## src/rtl/tbl_guard_pkg.sv

```systemverilog
package tbl_guard_pkg;
  function automatic int cp_pos(int nreg, int r);
    return r + 0 * nreg;
  endfunction
  function automatic int wr_pos(int nreg, int r);
    return nreg + r;
  endfunction
  function automatic int rd_pos(int nreg, int r);
    return 2 * nreg + r;
  endfunction
  function automatic int cfg_width(int nreg);
    return 3 * nreg + 3;
  endfunction
endpackage

```

## src/rtl/tbl_guard_decode.sv

```systemverilog
module tbl_guard_decode #(
  parameter int ADDR_W     = 24,
  parameter int NUM_BLK    = 4,
  parameter int BOOT_BYTES = 2048,
  parameter int BLK_BITS   = 14,
  parameter int RC_W       = 3
) (
  input  logic [ADDR_W-1:0] addr,
  output logic [RC_W-1:0]   rc
);
  localparam int USER_END = NUM_BLK << BLK_BITS;
  localparam logic [RC_W-1:0] UNIMPL = RC_W'(NUM_BLK + 1);

  always_comb begin
    if (addr < ADDR_W'(BOOT_BYTES))
      rc = '0;
    else if (addr < ADDR_W'(USER_END))
      rc = RC_W'(addr >> BLK_BITS) + RC_W'(1);
    else
      rc = UNIMPL;
  end
endmodule

```

## src/rtl/tbl_guard_prot_reg.sv

```systemverilog
module tbl_guard_prot_reg
  import tbl_guard_pkg::*;
#(
  parameter int NREG  = 5,
  parameter int RC_W  = 3,
  parameter int CFG_W = 18
) (
  input  logic             clk,
  input  logic             rst,
  input  logic             cfg_we,
  input  logic [CFG_W-1:0] cfg_wdata,
  input  logic             erase_all,
  input  logic             erase_blk,
  input  logic [RC_W-1:0]  erase_sel,
  output logic [CFG_W-1:0] q
);
  localparam int LOCK_POS = CFG_W - 1;
  logic [CFG_W-1:0] nxt;

  always_comb begin
    nxt = q;
    if (cfg_we && q[LOCK_POS])
      nxt = q & cfg_wdata;
    if (erase_all)
      nxt = '1;
    else if (erase_blk && (erase_sel < RC_W'(NREG))) begin
      nxt[cp_pos(NREG, int'(erase_sel))] = 1'b1;
      nxt[wr_pos(NREG, int'(erase_sel))] = 1'b1;
      nxt[rd_pos(NREG, int'(erase_sel))] = 1'b1;
    end
  end

  always_ff @(posedge clk) begin
    if (rst) q <= '1;
    else     q <= nxt;
  end

  // without an erase, no bit can go from 0 to 1
  assert_clear_only_R7: assert property (@(posedge clk) disable iff (rst)
    (!erase_all && !erase_blk) |=> ((q & ~$past(q)) == '0));

  // a locked configuration ignores writes
  assert_lock_holds_R8: assert property (@(posedge clk) disable iff (rst)
    (cfg_we && !q[LOCK_POS] && !erase_all && !erase_blk) |=> (q == $past(q)));

  // full erase restores every bit regardless of a concurrent write
  assert_full_erase_R10: assert property (@(posedge clk) disable iff (rst)
    erase_all |=> (&q));
endmodule

```

## src/rtl/tbl_guard_perm.sv

```systemverilog
module tbl_guard_perm
  import tbl_guard_pkg::*;
#(
  parameter int ADDR_W = 24,
  parameter int DATA_W = 8,
  parameter int NREG   = 5,
  parameter int RC_W   = 3
) (
  input  logic              clk,
  input  logic              rst,
  input  logic [3*NREG-1:0] prot,
  input  logic              tbl_rd,
  input  logic              tbl_wr,
  input  logic [ADDR_W-1:0] tbl_addr,
  input  logic [DATA_W-1:0] tbl_wdata,
  input  logic [DATA_W-1:0] fl_rdata,
  input  logic [RC_W-1:0]   rc_tgt,
  input  logic [RC_W-1:0]   rc_pc,
  input  logic              ext_rd,
  input  logic              ext_wr,
  input  logic [DATA_W-1:0] ext_fl_rdata,
  input  logic [RC_W-1:0]   rc_ext,
  output logic [DATA_W-1:0] tbl_rdata,
  output logic              fl_we,
  output logic [ADDR_W-1:0] fl_waddr,
  output logic [DATA_W-1:0] fl_wdata,
  output logic [DATA_W-1:0] ext_rdata,
  output logic              ext_we,
  output logic              violation
);
  localparam logic [RC_W-1:0] UNIMPL = RC_W'(NREG);

  logic tgt_impl, ext_impl;
  logic rd_bit, wr_bit, cp_bit;
  logic rd_ok, wr_ok, xrd_ok, xwr_ok, deny;

  assign tgt_impl = (rc_tgt != UNIMPL);
  assign ext_impl = (rc_ext != UNIMPL);

  always_comb begin
    rd_bit = 1'b0;
    wr_bit = 1'b0;
    cp_bit = 1'b0;
    if (tgt_impl) begin
      rd_bit = prot[rd_pos(NREG, int'(rc_tgt))];
      wr_bit = prot[wr_pos(NREG, int'(rc_tgt))];
    end
    if (ext_impl)
      cp_bit = prot[cp_pos(NREG, int'(rc_ext))];
  end

  assign rd_ok  = tbl_rd && tgt_impl && (rd_bit || (rc_pc == rc_tgt));
  assign wr_ok  = tbl_wr && tgt_impl && wr_bit;
  assign xrd_ok = ext_rd && cp_bit;
  assign xwr_ok = ext_wr && cp_bit;
  assign deny   = (tbl_rd && !rd_ok) || (tbl_wr && !wr_ok) ||
                  (ext_rd && !xrd_ok) || (ext_wr && !xwr_ok);

  always_ff @(posedge clk) begin
    if (rst) begin
      tbl_rdata <= '0;
      fl_we     <= 1'b0;
      fl_waddr  <= '0;
      fl_wdata  <= '0;
      ext_rdata <= '0;
      ext_we    <= 1'b0;
      violation <= 1'b0;
    end else begin
      tbl_rdata <= rd_ok ? fl_rdata : '0;
      fl_we     <= wr_ok;
      fl_waddr  <= tbl_addr;
      fl_wdata  <= tbl_wdata;
      ext_rdata <= xrd_ok ? ext_fl_rdata : '0;
      ext_we    <= xwr_ok;
      violation <= deny;
    end
  end

  // write to a write-protected region is dropped and flagged
  assert_wr_blocked_R2: assert property (@(posedge clk) disable iff (rst)
    (tbl_wr && tgt_impl && !prot[NREG + int'(rc_tgt)]) |=> (!fl_we && violation));

  // code reading its own region always sees flash data
  assert_same_region_R3: assert property (@(posedge clk) disable iff (rst)
    (tbl_rd && tgt_impl && (rc_pc == rc_tgt)) |=> (tbl_rdata == $past(fl_rdata)));

  // unimplemented addresses give zero and no write
  assert_unimpl_R5: assert property (@(posedge clk) disable iff (rst)
    ((tbl_rd || tbl_wr) && !tgt_impl) |=> (tbl_rdata == '0 && !fl_we && violation));

  // external read of a protected region returns zero
  assert_ext_masked_R6: assert property (@(posedge clk) disable iff (rst)
    (ext_rd && ext_impl && !prot[int'(rc_ext)]) |=> (ext_rdata == '0));

  // no request in a cycle means no violation in the next
  assert_pulse_R11: assert property (@(posedge clk) disable iff (rst)
    (!tbl_rd && !tbl_wr && !ext_rd && !ext_wr) |=> !violation);
endmodule

```

## src/rtl/tbl_guard.sv

```systemverilog
module tbl_guard
  import tbl_guard_pkg::*;
#(
  parameter int ADDR_W     = 24,
  parameter int DATA_W     = 8,
  parameter int NUM_BLK    = 4,
  parameter int BOOT_BYTES = 2048,
  parameter int BLK_BITS   = 14,
  localparam int NREG      = NUM_BLK + 1,
  localparam int RC_W      = $clog2(NREG + 1),
  localparam int CFG_W     = 3 * NREG + 3
) (
  input  logic              clk,
  input  logic              rst,
  input  logic              tbl_rd,
  input  logic              tbl_wr,
  input  logic [ADDR_W-1:0] tbl_addr,
  input  logic [ADDR_W-1:0] pc,
  input  logic [DATA_W-1:0] tbl_wdata,
  input  logic [DATA_W-1:0] fl_rdata,
  output logic [DATA_W-1:0] tbl_rdata,
  output logic              fl_we,
  output logic [ADDR_W-1:0] fl_waddr,
  output logic [DATA_W-1:0] fl_wdata,
  input  logic              ext_rd,
  input  logic              ext_wr,
  input  logic [ADDR_W-1:0] ext_addr,
  input  logic [DATA_W-1:0] ext_fl_rdata,
  output logic [DATA_W-1:0] ext_rdata,
  output logic              ext_we,
  input  logic              cfg_we,
  input  logic [CFG_W-1:0]  cfg_wdata,
  input  logic              prog_erase_all,
  input  logic              prog_erase_blk,
  input  logic [RC_W-1:0]   prog_erase_sel,
  output logic [CFG_W-1:0]  cfg_q,
  output logic              violation
);
  logic [ADDR_W-1:0] dec_addr [3];
  logic [RC_W-1:0]   dec_rc   [3];

  assign dec_addr[0] = tbl_addr;
  assign dec_addr[1] = pc;
  assign dec_addr[2] = ext_addr;

  for (genvar g = 0; g < 3; g++) begin : g_dec
    tbl_guard_decode #(
      .ADDR_W(ADDR_W), .NUM_BLK(NUM_BLK), .BOOT_BYTES(BOOT_BYTES),
      .BLK_BITS(BLK_BITS), .RC_W(RC_W)
    ) u_dec (
      .addr(dec_addr[g]),
      .rc  (dec_rc[g])
    );
  end

  tbl_guard_prot_reg #(.NREG(NREG), .RC_W(RC_W), .CFG_W(CFG_W)) u_prot (
    .clk      (clk),
    .rst      (rst),
    .cfg_we   (cfg_we),
    .cfg_wdata(cfg_wdata),
    .erase_all(prog_erase_all),
    .erase_blk(prog_erase_blk),
    .erase_sel(prog_erase_sel),
    .q        (cfg_q)
  );

  tbl_guard_perm #(.ADDR_W(ADDR_W), .DATA_W(DATA_W), .NREG(NREG), .RC_W(RC_W)) u_perm (
    .clk         (clk),
    .rst         (rst),
    .prot        (cfg_q[3*NREG-1:0]),
    .tbl_rd      (tbl_rd),
    .tbl_wr      (tbl_wr),
    .tbl_addr    (tbl_addr),
    .tbl_wdata   (tbl_wdata),
    .fl_rdata    (fl_rdata),
    .rc_tgt      (dec_rc[0]),
    .rc_pc       (dec_rc[1]),
    .ext_rd      (ext_rd),
    .ext_wr      (ext_wr),
    .ext_fl_rdata(ext_fl_rdata),
    .rc_ext      (dec_rc[2]),
    .tbl_rdata   (tbl_rdata),
    .fl_we       (fl_we),
    .fl_waddr    (fl_waddr),
    .fl_wdata    (fl_wdata),
    .ext_rdata   (ext_rdata),
    .ext_we      (ext_we),
    .violation   (violation)
  );
endmodule

```

## config.mk

```make
export PLATFORM = sky130hd
export DESIGN_NAME = tbl_guard
export DESIGN_NICKNAME = d
export VERILOG_FILES = /design/src/rtl/tbl_guard_pkg.sv /design/src/rtl/tbl_guard_decode.sv /design/src/rtl/tbl_guard_prot_reg.sv /design/src/rtl/tbl_guard_perm.sv /design/src/rtl/tbl_guard.sv
export SDC_FILE = /design/constraint.sdc
export NUM_CORES = 1
export LEC_CHECK = 0
export BUFFER_PORTS_ARGS = -buffer_cell sky130_fd_sc_hd__buf_2
export CAP_MARGIN = 20
export CORE_UTILIZATION = 45
export DETAILED_ROUTE_END_ITERATION = 8
export PLACE_DENSITY = 0.83
export RECOVER_POWER = 50
export SYNTH_ARGS = -nofsm -noshare
export SYNTH_HDL_FRONTEND = slang
export SYNTH_SLANG_ARGS = --single-unit
```

## constraint.sdc

```tcl
create_clock -name clk -period 9 [get_ports clk]
set_input_delay 1.8 -clock clk [delete_from_list [all_inputs] [get_ports clk]]
set_output_delay 1.8 -clock clk [all_outputs]
set_load 0.05 [all_outputs]
```

After elaboration in Yosys (flattened, before gate mapping)
Index checks and enable logic that the tools add are counted.
Widths: inputs -> output; s select.
{"block": "word_totals", "ff_bits": 69, "inputBits": 126, "wordCells": 91}
{"block": "classes", "add_sub_neg": 7, "magnitude_cmp": 16, "eq_ne": 3, "n_mux": 25, "bitwise_logic": 6, "reduce_logical": 26}
{"cell": "$lt 24x12->1 const B", "n": 3}
{"cell": "$lt 24x17->1 const B", "n": 3}
{"cell": "$ge 32x1->1 const B", "n": 2}
{"cell": "$lt 32x6->1 const B", "n": 2}
{"cell": "$lt 32x7->1 const B", "n": 2}
{"cell": "$mux 18", "n": 2}
{"cell": "$or 18x18->18", "n": 2}
{"cell": "$and 18x18->18", "n": 1}
{"cell": "$mux 3", "n": 6}
{"cell": "$or 18x8->18", "n": 1}
{"cell": "$logic_and 1x1->1", "n": 15}
{"cell": "$mux 1", "n": 11}
{"cell": "$add 4x3->5 const A", "n": 2}
{"cell": "$demux 1 s5", "n": 2}
{"cell": "$add 3x1->3 const B", "n": 3}
{"cell": "$add 3x3->4 const A", "n": 2}
{"cell": "$bmux 1 s4", "n": 2}
{"cell": "$lt 3x6->1 const B", "n": 1}
{"cell": "$ne 3x3->1 const B", "n": 2}
{"cell": "$reduce_or 2->1", "n": 3}
{"cell": "$lt 3x5->1 const B", "n": 1}
{"cell": "$logic_not 1->1", "n": 4}
{"cell": "$logic_or 1x1->1", "n": 4}
{"cell": "$bmux 1 s3", "n": 1}
{"cell": "5 further kinds", "n": 6}

Depth between registers and ports, before layout
{"block": "logic_depth", "word_depth": 15, "depth_mapped": 15}

Modules after synthesis
From an unflattened synthesis, not the netlist that was laid out.
{"block": "unflattened", "hier_cells": 322, "hier_area_um2": 3293.2}
{"module": "tbl_guard_perm", "n_inst": 1, "cells_per_inst": 185, "area_per_inst_um2": 1949.4, "seq_area_each_um2": 1021.0}
{"module": "tbl_guard_prot_reg", "n_inst": 1, "cells_per_inst": 92, "area_per_inst_um2": 840.8, "seq_area_each_um2": 360.3}
{"module": "tbl_guard_decode", "n_inst": 3, "cells_per_inst": 15, "area_per_inst_um2": 167.7, "seq_area_each_um2": 0.0}

Least setup slack after synthesis
No wires, ideal clock.
{"block": "synth_path", "path_type": "input to register", "startpoint": "input tbl_addr[14]", "endpoint": "register u_perm.tbl_rdata[0]", "setup_ps": 60, "t_arrival_ps": 4730, "t_required_ps": 8940, "slack_ps": 4210, "stages": 12, "path_buffers": 1, "path_cell_list": "clkbuf_1 inv_1 ha_1 or4b_2 nand3_1 nor2_1 ha_1 o41a_1 o31ai_1 a311oi_2 a2111oi_4 and2_1"}
{"block": "synth_via", "elab_chain_len": 12}
{"item": "start, declared", "line_no": "tbl_guard.sv:17", "text": "input logic [ADDR_W-1:0] tbl_addr,"}
{"item": "$lt 24x17->1 / $add 3x1->3 (equally long branches)", "line_no": "tbl_guard_decode.sv:17, tbl_guard_decode.sv:18"}
{"item": "$mux 3", "line_no": "tbl_guard_decode.sv:17", "text": "else if (addr < ADDR_W'(USER_END))"}
{"item": "$mux 3 (*)", "line_no": "tbl_guard_decode.sv:15", "text": "if (addr < ADDR_W'(BOOT_BYTES))"}
{"item": "$add 4x3->5", "line_no": "tbl_guard_pkg.sv:9", "text": "return 2 * nreg + r;"}
{"item": "$bmux 1 s4", "line_no": "tbl_guard_perm.sv:45", "text": "rd_bit = prot[rd_pos(NREG, int'(rc_tgt))];"}
{"item": "$mux 1 (not written as such) (2 in a row)", "line_no": "tbl_guard_perm.sv:45"}
{"item": "$mux 1", "line_no": "tbl_guard_perm.sv:44", "text": "if (tgt_impl) begin"}
{"item": "$logic_or 1x1->1", "line_no": "tbl_guard_perm.sv:52", "text": "assign rd_ok = tbl_rd && tgt_impl && (rd_bit || (rc_pc == rc_tgt));"}
{"item": "$logic_and 1x1->1 (*)", "line_no": "tbl_guard_perm.sv:52"}
{"item": "$not 1->1 (no line) (*)"}
{"item": "$reduce_or 2->1 (no line) (*)"}
{"item": "end signal, assigned", "line_no": "tbl_guard_perm.sv:69", "text": "tbl_rdata <= rd_ok ? fl_rdata : '0;"}
{"item": "end, declared", "line_no": "tbl_guard_perm.sv:23", "text": "output logic [DATA_W-1:0] tbl_rdata,"}
Mark *: on every way between the ends. The rest lies on a longest branch, timed or not. The select of a mux whose other input is x is not followed.
A chain may end at the register's enable or synchronous reset.

Worst setup path in the final report
{"block": "layout_path", "startpoint": "input tbl_addr[14]", "endpoint": "register u_perm.tbl_rdata[7]"}
Same word-level chain as after synthesis.

==> impl_metrics.ini <==
[run_status]
status = finished with violations
violations = max-capacitance violations, max-slew violations

[floorplanning]
fp.dieH_um = 85.9
start_util_pct = 46.6
die_area_um2 = 7370
die_w_um = 85.9
ios = 195
rows = 30
core-area_um2 = 6790

[yosys]
synthFlopType = dfxtp_1
synth_warnings = 0
synth_edf_count = 0
yosysTopAreaCell = dfxtp_1
postSynth.asyncResetShare_pct = 0
synth_seq_area_share_pct = 43.7
ys_top_cells_by_area = dfxtp_1 44%, nor2b_1 7.1%, ha_1 6.7%, o21ai_0 3.6%, inv_1 2.3%
ys_ff_latch = 69
synth.distinct_cells = 59
syn_area_um2 = 3160
synth_nets = 471
postSynthCellCount = 328
postSynthAreaPerCell_um2 = 9.65
post-synth-top-area-fraction_pct = 43.7

[global_route]
gr-total-overflow = 0
grt_pass1_wl_um = 12900
antenna_found_initial = 0
grt_pass1_vias = 2858
grt_max_degree = 39
grt.total_usage_pct = 22.2

[sta]
rsz0062_at_grt = no
holdWs_ps = 482
skew_ps = 10.9
fmax_ghz = 0.204
tns_ps = 0
tightest_slew_ps = 1640
relSlewSlack_pct = -9.27
final.period_utilization_pct = 54.5
fin_crit_ps = 4910
slew_violations = 39
hold_viol_final = 0
setup_violations = 0

[cts]
htree_levels = 3
cts_tree = done
cts-resized-gates = 0
root_buffer = clkbuf_8
cts_sinks = 69
post_cts_buffers = 0
numCtsBuffers = 9
clkTransAtPathRegs_ps = 80
cts_hold_buf = 0
cts_max_path_buffers = 2
clk_latency_ps = 340

[drt]
drtIter0Drc = 104
ant_nets = 0
vias_per_cell = 5.16
drc_errors = 0
drt_pass1_iterations = 4
vias = 3112
finalWirelength_um = 8280
wire_per_inst_um = 13.7

[setup_path]
cp_max_fo = 10
r2r_cells = 7
cp-start-kind = primary input
criticalPathCategory = in -> reg
worst_ep_required_time_ps = 9280
cp.arrival_ps = 5190
end_kind = register

[final_layout]
drive_gt1_share_pct = 32.9
area_growth_syn_to_layout_pct = 36.4
layout.cells.most_common_list = 134 x buf_2, 69 x dfxtp_1, 38 x clkbuf_1
nets = 645
num_antenna_cells = 0
final_common_cell = buf_2
final_util_pct = 63.5

[hold_path]
holdPathStages = 2
hp-class = reg -> reg

[place]
io_buffers = 172
dp_hpwl_um = 6470
gp_congestion = 0.922

[pwr]
p_seq_share_pct = 42.5
switchingPower_mw = 0.211
p_int_mw = 0.547
pwr-share-clk_pct = 41.3
combinationalPowerShare_pct = 16.2
finalPower_mw = 0.758
switching_share_pct = 27.9
cellPowerDensity_nw_per_um2 = 176
leakagePower_nw = 1.94
peakVddDrop_mv = 0.0819

[run]
maxCapViolations = 1
==> worst paths after layout <==
| check | start | slack, ps | to |
|---|---|---|---|
| setup reg to reg | u_prot.q[12]$_SDFF_PP1_ | 6960 | u_perm.tbl_rdata[7]$_SDFF_PP0_ |
| hold / removal | u_prot.q[16]$_SDFF_PP1_ | 480 | u_prot.q[16]$_SDFF_PP1_ |
| setup / recovery | tbl_addr[14] | 4090 | u_perm.tbl_rdata[7]$_SDFF_PP0_ |
| hold reg to reg | u_prot.q[16]$_SDFF_PP1_ | 480 | u_prot.q[16]$_SDFF_PP1_ |
==> layer usage <==
layer / vias to the layer above / global-route usage, % / part of all wire [%]
li1: 1519 / - / -
met1: 1407 / 25.8 / 40
met2: 169 / 39.6 / 49
met3: 17 / 4.72 / 8.2
met4: 0 / 9.39 / 1.9
met5: - / 0 / 0
==> sequential cells by signal, indices dropped and copies added, names as in the netlist <==
name,flops
u_prot.q,18
u_perm.ext_we,1
u_perm.fl_we,1
u_perm.tbl_rdata,8
u_perm.fl_wdata,8
u_perm.ext_rdata,8
u_perm.fl_waddr,24
u_perm.violation,1
==> metrics by stage <==
step | setup WS (ps) | std cells | cell area [um2]
after global placement | 3910 | 587 | 4110
after detailed placement | 3820 | 587 | 4110
after floorplan | 4210 | 328 | 3160
after global routing | 3970 | 603 | 4320
after CTS | 4160 | 603 | 4360
final | 4090 | 603 | 4320
==> final cells by class <==
cell class | instances | area (um2)
clock inverters | 7 | 128
flip-flops and latches | 69 | 1380
clock buffers | 9 | 124
repair buffers | 172 | 813
multi-input cells | 230 | 1670
well taps | 96 | 120
inverters | 20 | 77.6
fillers | 591 | 2480
==> power groups by stage <==
stage | registers [mW] | logic [mW] | clock network, mW
2_1_floorplan | 0.366 | 0.0410 | 0
3_3_place_gp | 0.328 | 0.121 | 0
3_5_place_dp | 0.329 | 0.124 | 0
4_1_cts | 0.321 | 0.124 | 0.320
5_1_grt | 0.323 | 0.133 | 0.332
6_report | 0.322 | 0.123 | 0.313
==> worst max-delay path, stage by stage <==
cell	delay, ps
buf_2	170
inv_1	130
ha_1	210
or4b_2	650
nand3_1	230
nor2_1	180
ha_1	370
o41a_1	420
o31ai_1	80
a311oi_2	200
a2111oi_4	520
and2_1	210
==> cells in the mapped netlist (3+ instances only) <==
library cell,n
mux2_2,3
and3_1,9
mux2i_1,4
xnor2_1,3
o21ai_0,23
nor4_1,4
nand2_1,19
o211ai_1,8
clkbuf_1,9
o31ai_1,3
xor2_1,4
ha_1,17
and2_1,11
nand3_1,10
nor2_1,15
nor2b_1,36
o311ai_0,3
a21oi_1,7
dfxtp_1,69
inv_1,19
a31oi_1,5
a211oi_1,3
==> kinds of logic after synthesis <==
logic type	count (synthesis)	share of synthesized area, %
muxes	9	3.99
and+or+nand+nor	123	23.3
AOI/OAI and AO/OA	74	16.8
buffers and inverters	29	3.52
DFF	69	43.7
xor gates and xnor gates	7	1.94
adders and majority gates	17	6.72
Note: power is estimated with default switching activity, not from simulation.
